$ cat src/rtl/nmi_entry_pkg.sv
// Shared types and bit positions for the interrupt entry sequencer.
// Assumes an 8-bit status register with the usual flag layout.
package nmi_entry_pkg;
    typedef enum logic [2:0] {
        ST_IDLE    = 3'd0,
        ST_PUSH_H  = 3'd1,
        ST_PUSH_L  = 3'd2,
        ST_PUSH_P  = 3'd3,
        ST_FETCH_L = 3'd4,
        ST_FETCH_H = 3'd5,
        ST_LOAD    = 3'd6
    } seq_state_t;

    localparam int IDIS_BIT  = 2;
    localparam int BRK_BIT   = 4;
    localparam int SPARE_BIT = 5;
endpackage

$ cat src/rtl/nmi_seq_ctrl.sv
// Step controller: walks through the pushes, the vector reads and the load.
// Assumes start is only asserted in ST_IDLE. Done is registered, one clock.
module nmi_seq_ctrl
    import nmi_entry_pkg::*;
(
    input  logic       clk,
    input  logic       rst_n,
    input  logic       start,
    output seq_state_t state,
    output logic       done_o
);
    seq_state_t nxt;

    // Next-step selection.
    always_comb begin
        nxt = state;
        case (state)
            ST_IDLE:    nxt = start ? ST_PUSH_H : ST_IDLE;
            ST_PUSH_H:  nxt = ST_PUSH_L;
            ST_PUSH_L:  nxt = ST_PUSH_P;
            ST_PUSH_P:  nxt = ST_FETCH_L;
            ST_FETCH_L: nxt = ST_FETCH_H;
            ST_FETCH_H: nxt = ST_LOAD;
            ST_LOAD:    nxt = ST_IDLE;
            default:    nxt = ST_IDLE;
        endcase
    end

    // State and completion-pulse registers.
    always_ff @(posedge clk) begin
        if (!rst_n) begin
            state  <= ST_IDLE;
            done_o <= 1'b0;
        end else begin
            state  <= nxt;
            done_o <= (state == ST_LOAD);
        end
    end
endmodule

$ cat src/rtl/nmi_stack_ptr.sv
// Stack pointer copy: loaded at start, decremented after each push.
// Assumes the stack is a single page at STACK_BASE; SP wraps in SP_W bits.
module nmi_stack_ptr #(
    parameter int               ADDR_W     = 16,
    parameter int               SP_W       = 8,
    parameter logic [ADDR_W-1:0] STACK_BASE = 16'h0100
) (
    input  logic              clk,
    input  logic              rst_n,
    input  logic              load,
    input  logic [SP_W-1:0]   load_val,
    input  logic              dec,
    output logic [SP_W-1:0]   sp_o,
    output logic [ADDR_W-1:0] addr_o
);
    localparam int PAD_W = ADDR_W - SP_W;

    // Pointer register with modulo decrement.
    always_ff @(posedge clk) begin
        if (!rst_n)    sp_o <= '0;
        else if (load) sp_o <= load_val;
        else if (dec)  sp_o <= sp_o - 1'b1;
    end

    // Address of the current stack slot.
    always_comb addr_o = STACK_BASE | {{PAD_W{1'b0}}, sp_o};
endmodule

$ cat src/rtl/nmi_status_fmt.sv
// Status formatting: makes the pushed copy and the post-entry live value.
// Purely combinational; the bit positions come from the package.
module nmi_status_fmt
    import nmi_entry_pkg::*;
#(
    parameter int DATA_W = 8
) (
    input  logic [DATA_W-1:0] p_i,
    output logic [DATA_W-1:0] push_o,
    output logic [DATA_W-1:0] masked_o
);
    // Pushed copy: break clear, spare set. Live copy: interrupt disable set.
    always_comb begin
        push_o            = p_i;
        push_o[BRK_BIT]   = 1'b0;
        push_o[SPARE_BIT] = 1'b1;
        masked_o          = p_i;
        masked_o[IDIS_BIT] = 1'b1;
    end
endmodule

$ cat src/rtl/nmi_entry_seq.sv
// Interrupt entry sequencer top. It samples a request at an instruction
// boundary, pushes PC (high, then low) and the tagged status, then reads the
// vector pair, and reports the new PC, SP and status with a done pulse.
// Assumes read data returns one clock after mem_rd and ADDR_W == 2*DATA_W.
module nmi_entry_seq
    import nmi_entry_pkg::*;
#(
    parameter int                DATA_W     = 8,
    parameter int                ADDR_W     = 16,
    parameter int                SP_W       = 8,
    parameter int                CYC_W      = 4,
    parameter int                EXTRA_CYC  = 2,
    parameter logic [ADDR_W-1:0] STACK_BASE = 16'h0100,
    parameter logic [ADDR_W-1:0] VEC_ADDR   = 16'hFFFA
) (
    input  logic              clk,
    input  logic              rst_n,
    input  logic              boundary,
    input  logic              nmi_req,
    input  logic [ADDR_W-1:0] pc_in,
    input  logic [SP_W-1:0]   sp_in,
    input  logic [DATA_W-1:0] p_in,
    output logic [ADDR_W-1:0] mem_addr,
    output logic [DATA_W-1:0] mem_wdata,
    output logic              mem_wr,
    output logic              mem_rd,
    input  logic [DATA_W-1:0] mem_rdata,
    output logic [ADDR_W-1:0] pc_new,
    output logic [SP_W-1:0]   sp_new,
    output logic [DATA_W-1:0] p_new,
    output logic [CYC_W-1:0]  cyc_add,
    output logic              busy,
    output logic              done,
    output logic              nmi_ack
);
    localparam logic [ADDR_W-1:0] VEC_HI = VEC_ADDR + 1'b1;

    seq_state_t        state;
    logic              start;
    logic              push_step;
    logic [ADDR_W-1:0] pc_q;
    logic [DATA_W-1:0] p_q;
    logic [DATA_W-1:0] lo_q;
    logic [DATA_W-1:0] p_push;
    logic [DATA_W-1:0] p_masked;
    logic [ADDR_W-1:0] stk_addr;

    // Request sampling at the boundary while idle.
    always_comb start = (state == ST_IDLE) && boundary && nmi_req;
    always_comb push_step = (state == ST_PUSH_H) || (state == ST_PUSH_L) ||
                            (state == ST_PUSH_P);

    nmi_seq_ctrl u_ctrl (
        .clk    (clk),
        .rst_n  (rst_n),
        .start  (start),
        .state  (state),
        .done_o (done)
    );

    nmi_stack_ptr #(
        .ADDR_W     (ADDR_W),
        .SP_W       (SP_W),
        .STACK_BASE (STACK_BASE)
    ) u_sp (
        .clk      (clk),
        .rst_n    (rst_n),
        .load     (start),
        .load_val (sp_in),
        .dec      (push_step),
        .sp_o     (sp_new),
        .addr_o   (stk_addr)
    );

    nmi_status_fmt #(.DATA_W(DATA_W)) u_fmt (
        .p_i      (p_q),
        .push_o   (p_push),
        .masked_o (p_masked)
    );

    // Captured PC/status, vector low byte and final PC load.
    always_ff @(posedge clk) begin
        if (!rst_n) begin
            pc_q <= '0;
            p_q  <= '0;
            lo_q <= '0;
        end else begin
            if (start) begin
                pc_q <= pc_in;
                p_q  <= p_in;
            end
            if (state == ST_PUSH_P)  p_q  <= p_masked;
            if (state == ST_FETCH_H) lo_q <= mem_rdata;
            if (state == ST_LOAD)    pc_q <= {mem_rdata, lo_q};
        end
    end

    // Memory port drive for each step.
    always_comb begin
        mem_addr  = '0;
        mem_wdata = '0;
        mem_wr    = 1'b0;
        mem_rd    = 1'b0;
        case (state)
            ST_PUSH_H: begin
                mem_wr = 1'b1; mem_addr = stk_addr; mem_wdata = pc_q[ADDR_W-1:DATA_W];
            end
            ST_PUSH_L: begin
                mem_wr = 1'b1; mem_addr = stk_addr; mem_wdata = pc_q[DATA_W-1:0];
            end
            ST_PUSH_P: begin
                mem_wr = 1'b1; mem_addr = stk_addr; mem_wdata = p_push;
            end
            ST_FETCH_L: begin
                mem_rd = 1'b1; mem_addr = VEC_ADDR;
            end
            ST_FETCH_H: begin
                mem_rd = 1'b1; mem_addr = VEC_HI;
            end
            default: ;
        endcase
    end

    // Result and handshake outputs.
    always_comb begin
        pc_new  = pc_q;
        p_new   = p_q;
        busy    = (state != ST_IDLE);
        nmi_ack = done;
        cyc_add = done ? CYC_W'(EXTRA_CYC) : '0;
    end
endmodule

$ cat config.mk
export PLATFORM = sky130hd
export DESIGN_NAME = nmi_entry_seq
export DESIGN_NICKNAME = d
export VERILOG_FILES = /design/src/rtl/nmi_entry_pkg.sv /design/src/rtl/nmi_seq_ctrl.sv /design/src/rtl/nmi_stack_ptr.sv /design/src/rtl/nmi_status_fmt.sv /design/src/rtl/nmi_entry_seq.sv
export SDC_FILE = /design/constraint.sdc
export NUM_CORES = 1
export LEC_CHECK = 0
export ABC_CLOCK_PERIOD_IN_PS = 1600
export BUFFER_PORTS_ARGS = -buffer_cell sky130_fd_sc_hd__buf_2
export CORE_MARGIN = 2
export CORE_UTILIZATION = 41
export CTS_CLUSTER_DIAMETER = 200
export DETAILED_ROUTE_END_ITERATION = 16
export PLACE_DENSITY = 0.76
export SLEW_MARGIN = 15
export SYNTH_ARGS = -nofsm -noshare
export SYNTH_HDL_FRONTEND = slang
export SYNTH_SLANG_ARGS = --single-unit
$ cat constraint.sdc
create_clock -name clk -period 1.6 [get_ports clk]
set_clock_uncertainty 0.05 [all_clocks]
set_input_delay 0.08 -clock clk [delete_from_list [all_inputs] [get_ports clk]]
set_output_delay 0.08 -clock clk [all_outputs]
set_load 0.01 [all_outputs]
==> results.sh <==
export IMPL_status="finished, violations left"
export IMPL_violations="setup timing"
export IMPL_min_to="pc_new[14]"
export IMPL_fillers=430
export IMPL_min_delay_path_class="in -> reg"
export IMPL_vias_per_cell=5.224
export IMPL_multiInputGateArea_sq_mm=0.001174
export IMPL_finalMaxSlewViolations=0
export IMPL_die_w_microns=76.79
export IMPL_place_gp_congestion=0.8686
export IMPL_drv_cap=0
export IMPL_layout_drive_gt1_share=0.4093
export IMPL_die_area_sq_mm=0.005896
export IMPL_synth_top_area_frac=0.4055
export IMPL_synthTopCellsByArea="dfxtp_1 41%, nand2_1 13%, a21oi_1 5.5%"
export IMPL_rsz0062_at_grt="true"
export IMPL_cts_clk_slew_worst_paths_ns=0.08
export IMPL_core_sq_mm=0.005107
export IMPL_r2r_end="u_sp.sp_o[7]"
export IMPL_power_density_mw_per_mm2=834.1
export IMPL_final_seq_area_sq_um=885.9
export IMPL_synth_flop_cell="dfxtp_1"
export IMPL_synthTopCellsByCount="75 x nand2_1, 44 x dfxtp_1, 24 x a21oi_1, 21 x o21ai_0, 18 x a31oi_1"
export IMPL_grt_pass1_vias=2424
export IMPL_hold_violations=0
export IMPL_antenna_found_initial=0
export IMPL_drt_iter0_drc=210
export IMPL_via_count=2612
export IMPL_hpwl_microns=4852
export IMPL_period_minus_slack_ns=1.616
export IMPL_critPathRequiredTime_ns=1.47
export IMPL_yosysUniqueCellTypes=37
export IMPL_num_rows=26
export IMPL_track_usage=0.2359
export IMPL_area_delta_synth_final_pct=52.42
export IMPL_synthCells=290
export IMPL_setup_viol=3
export IMPL_cts_tree="built"
export IMPL_fmax_ghz=0.6188
export IMPL_htree_levels=2
export IMPL_die_h_microns=76.79
export IMPL_clock_sinks=44
export IMPL_hold_path_startpoint="pc_in[14]"
export IMPL_drt_total_wl_microns=7208
export IMPL_synth_edff_count=0
export IMPL_ff2ff_setup_slack_ns=0.04
export IMPL_final_nets=475
export IMPL_clockBufferDepth=2
export IMPL_cts_buffers=5
export IMPL_critPathArrivalTime_ns=1.49
export IMPL_peakVddDrop_mv=0.5326
export IMPL_hold_slack_ns=0.007287
export IMPL_ant_nets=0
export IMPL_synth_async_sr_flop_share=0
export IMPL_yosysWarnings=0
export IMPL_leakage_nw=1.566
export IMPL_pin_count=109
export IMPL_synth_area_sq_mm=0.002172
export IMPL_finalCritPeriodShare=1.010
export IMPL_synth_seq_area_share=0.4055
export IMPL_grt_max_degree=22
export IMPL_insertion_delay_ns=0.29
export IMPL_wire_per_inst_microns=14.42
export IMPL_path_max_fanout=5
export IMPL_crit_path_end_kind="output pin"
export IMPL_synth_most_common_cell="nand2_1"
export IMPL_drc=0
export IMPL_grt_pass1_wl_microns=11390
export IMPL_clockRootBuffer="clkbuf_8"
export IMPL_dr_pass1_iters=5
export IMPL_finalWorstSetupSlack_ns=-0.01598
export IMPL_start_util=0.4253
export IMPL_synth_top_area_cell="dfxtp_1"
export IMPL_r2r_start="u_sp.sp_o[0]"
export IMPL_critPathKind="reg -> out"
export IMPL_grt_overflow_total=0
export IMPL_place_ws_ns=0.02419
export IMPL_cp_start_kind="flip-flop"
export IMPL_synth_seq_cells=44
export IMPL_synth_area_per_cell_sq_um=7.490
export IMPL_diodes=0
export IMPL_portBuffers=105
export IMPL_ff2ff_path_depth=4
export IMPL_hold_depth=3
-- per-stage QoR --
stage | total power (W) | util | cells | instance area (sq um) | TNS, ns
floorplan | 0.001652 | - | 292 | 2180 | 0
global placement | 0.001951 | 0.5495 | 460 | 2806 | 0
detailed placement | 0.001964 | 0.5495 | 460 | 2806 | 0
CTS | 0.002693 | 0.6286 | 497 | 3211 | -0.02840
global route | 0.002890 | 0.6482 | 500 | 3311 | -0.4072
finish | 0.002761 | 0.6482 | 500 | 3311 | -0.03920
-- worst max-delay path: stages (launching register included) --
cell,delay (ns)
dfxtp_2,0.37
buf_6,0.13
mux2_2,0.36
a22oi_1,0.15
nor2_1,0.06
buf_2,0.13
-- layout by cell type, fill, tap and decap left out, types with 7 or more instances in the layout --
master         count
buf_2            105
nand2_1           74
dfxtp_1           40
buf_4             27
dlygate4sd3_1     25
a21oi_1           24
o21ai_0           21
a31oi_1           17
nor2_1            16
nand3_1           10
buf_6              7
-- sequential cells by signal (all words and copies together), names as in the netlist --
| signal | count |
|---|---|
| u_ctrl.state | 3 |
| lo_q | 8 |
| u_ctrl.done_o | 1 |
| p_new | 8 |
| u_sp.sp_o | 8 |
| pc_new | 16 |
-- kinds of logic after synthesis --
logic type,after synthesis,share of synthesized area
compound gates,82,0.2293
xor+xnor,2,0.008066
buf+inv,40,0.09677
mux,7,0.03629
flops,44,0.4055
simple gates,113,0.2166
other cells,1,0.001726
fa+ha+maj,1,0.005759
-- repair_timing --
item,4_1_cts,5_1_grt
cloned,1,0
setup endpoints to repair,21,41
hold buffers,25,0
gates resized for setup,14,20
pin swaps,1,7
buffers inserted,4,4
hold endpoints to repair,25,0
-- per-layer routing --
layer / vias up / routed length (microns) / GRT usage
li1: 1260 / - / -
met3: 14 / 531 / 0.04824
met2: 139 / 3524 / 0.3833
met4: 0 / 148 / 0.09455
met5: - / 0 / 0
met1: 1199 / 3003 / 0.3055
-- power by group --
group	switching (W)	internal, W	total, W	leakage, nW
clock	0.000360	0.000297	0.000657	0.0410
combinational	0.000436	0.000436	0.000872	1.16
sequential	0.0000623	0.00117	0.00123	0.360
total	0.000859	0.00190	0.00276	1.57
-- layout make-up --
| type | instances | area share |
|---|---|---|
| tap | 70 | 0.02645 |
| timing repair buffer | 164 | 0.3193 |
| clock inverter | 1 | 0.001512 |
| inverter | 7 | 0.008692 |
| sequential | 44 | 0.2676 |
| multi-input combinational | 208 | 0.3545 |
| clock buffer | 6 | 0.02192 |
-- worst max path at each step --
stage,startpoint,endpoint,slack [ns],depth (start not counted)
after floorplan,u_ctrl.state[2],u_sp.sp_o[6],0.004,7
after global placement,u_sp.sp_o[0],u_sp.sp_o[7],0.07,4
after detailed placement,u_ctrl.state[0],mem_addr[0],0.02,5
after CTS,u_ctrl.state[0],mem_wdata[0],-0.01,5
after global routing,u_ctrl.state[0],mem_wdata[3],-0.08,6
final,u_ctrl.state[0],mem_wdata[0],-0.02,5
Note: power is estimated with default switching activity, not from simulation.
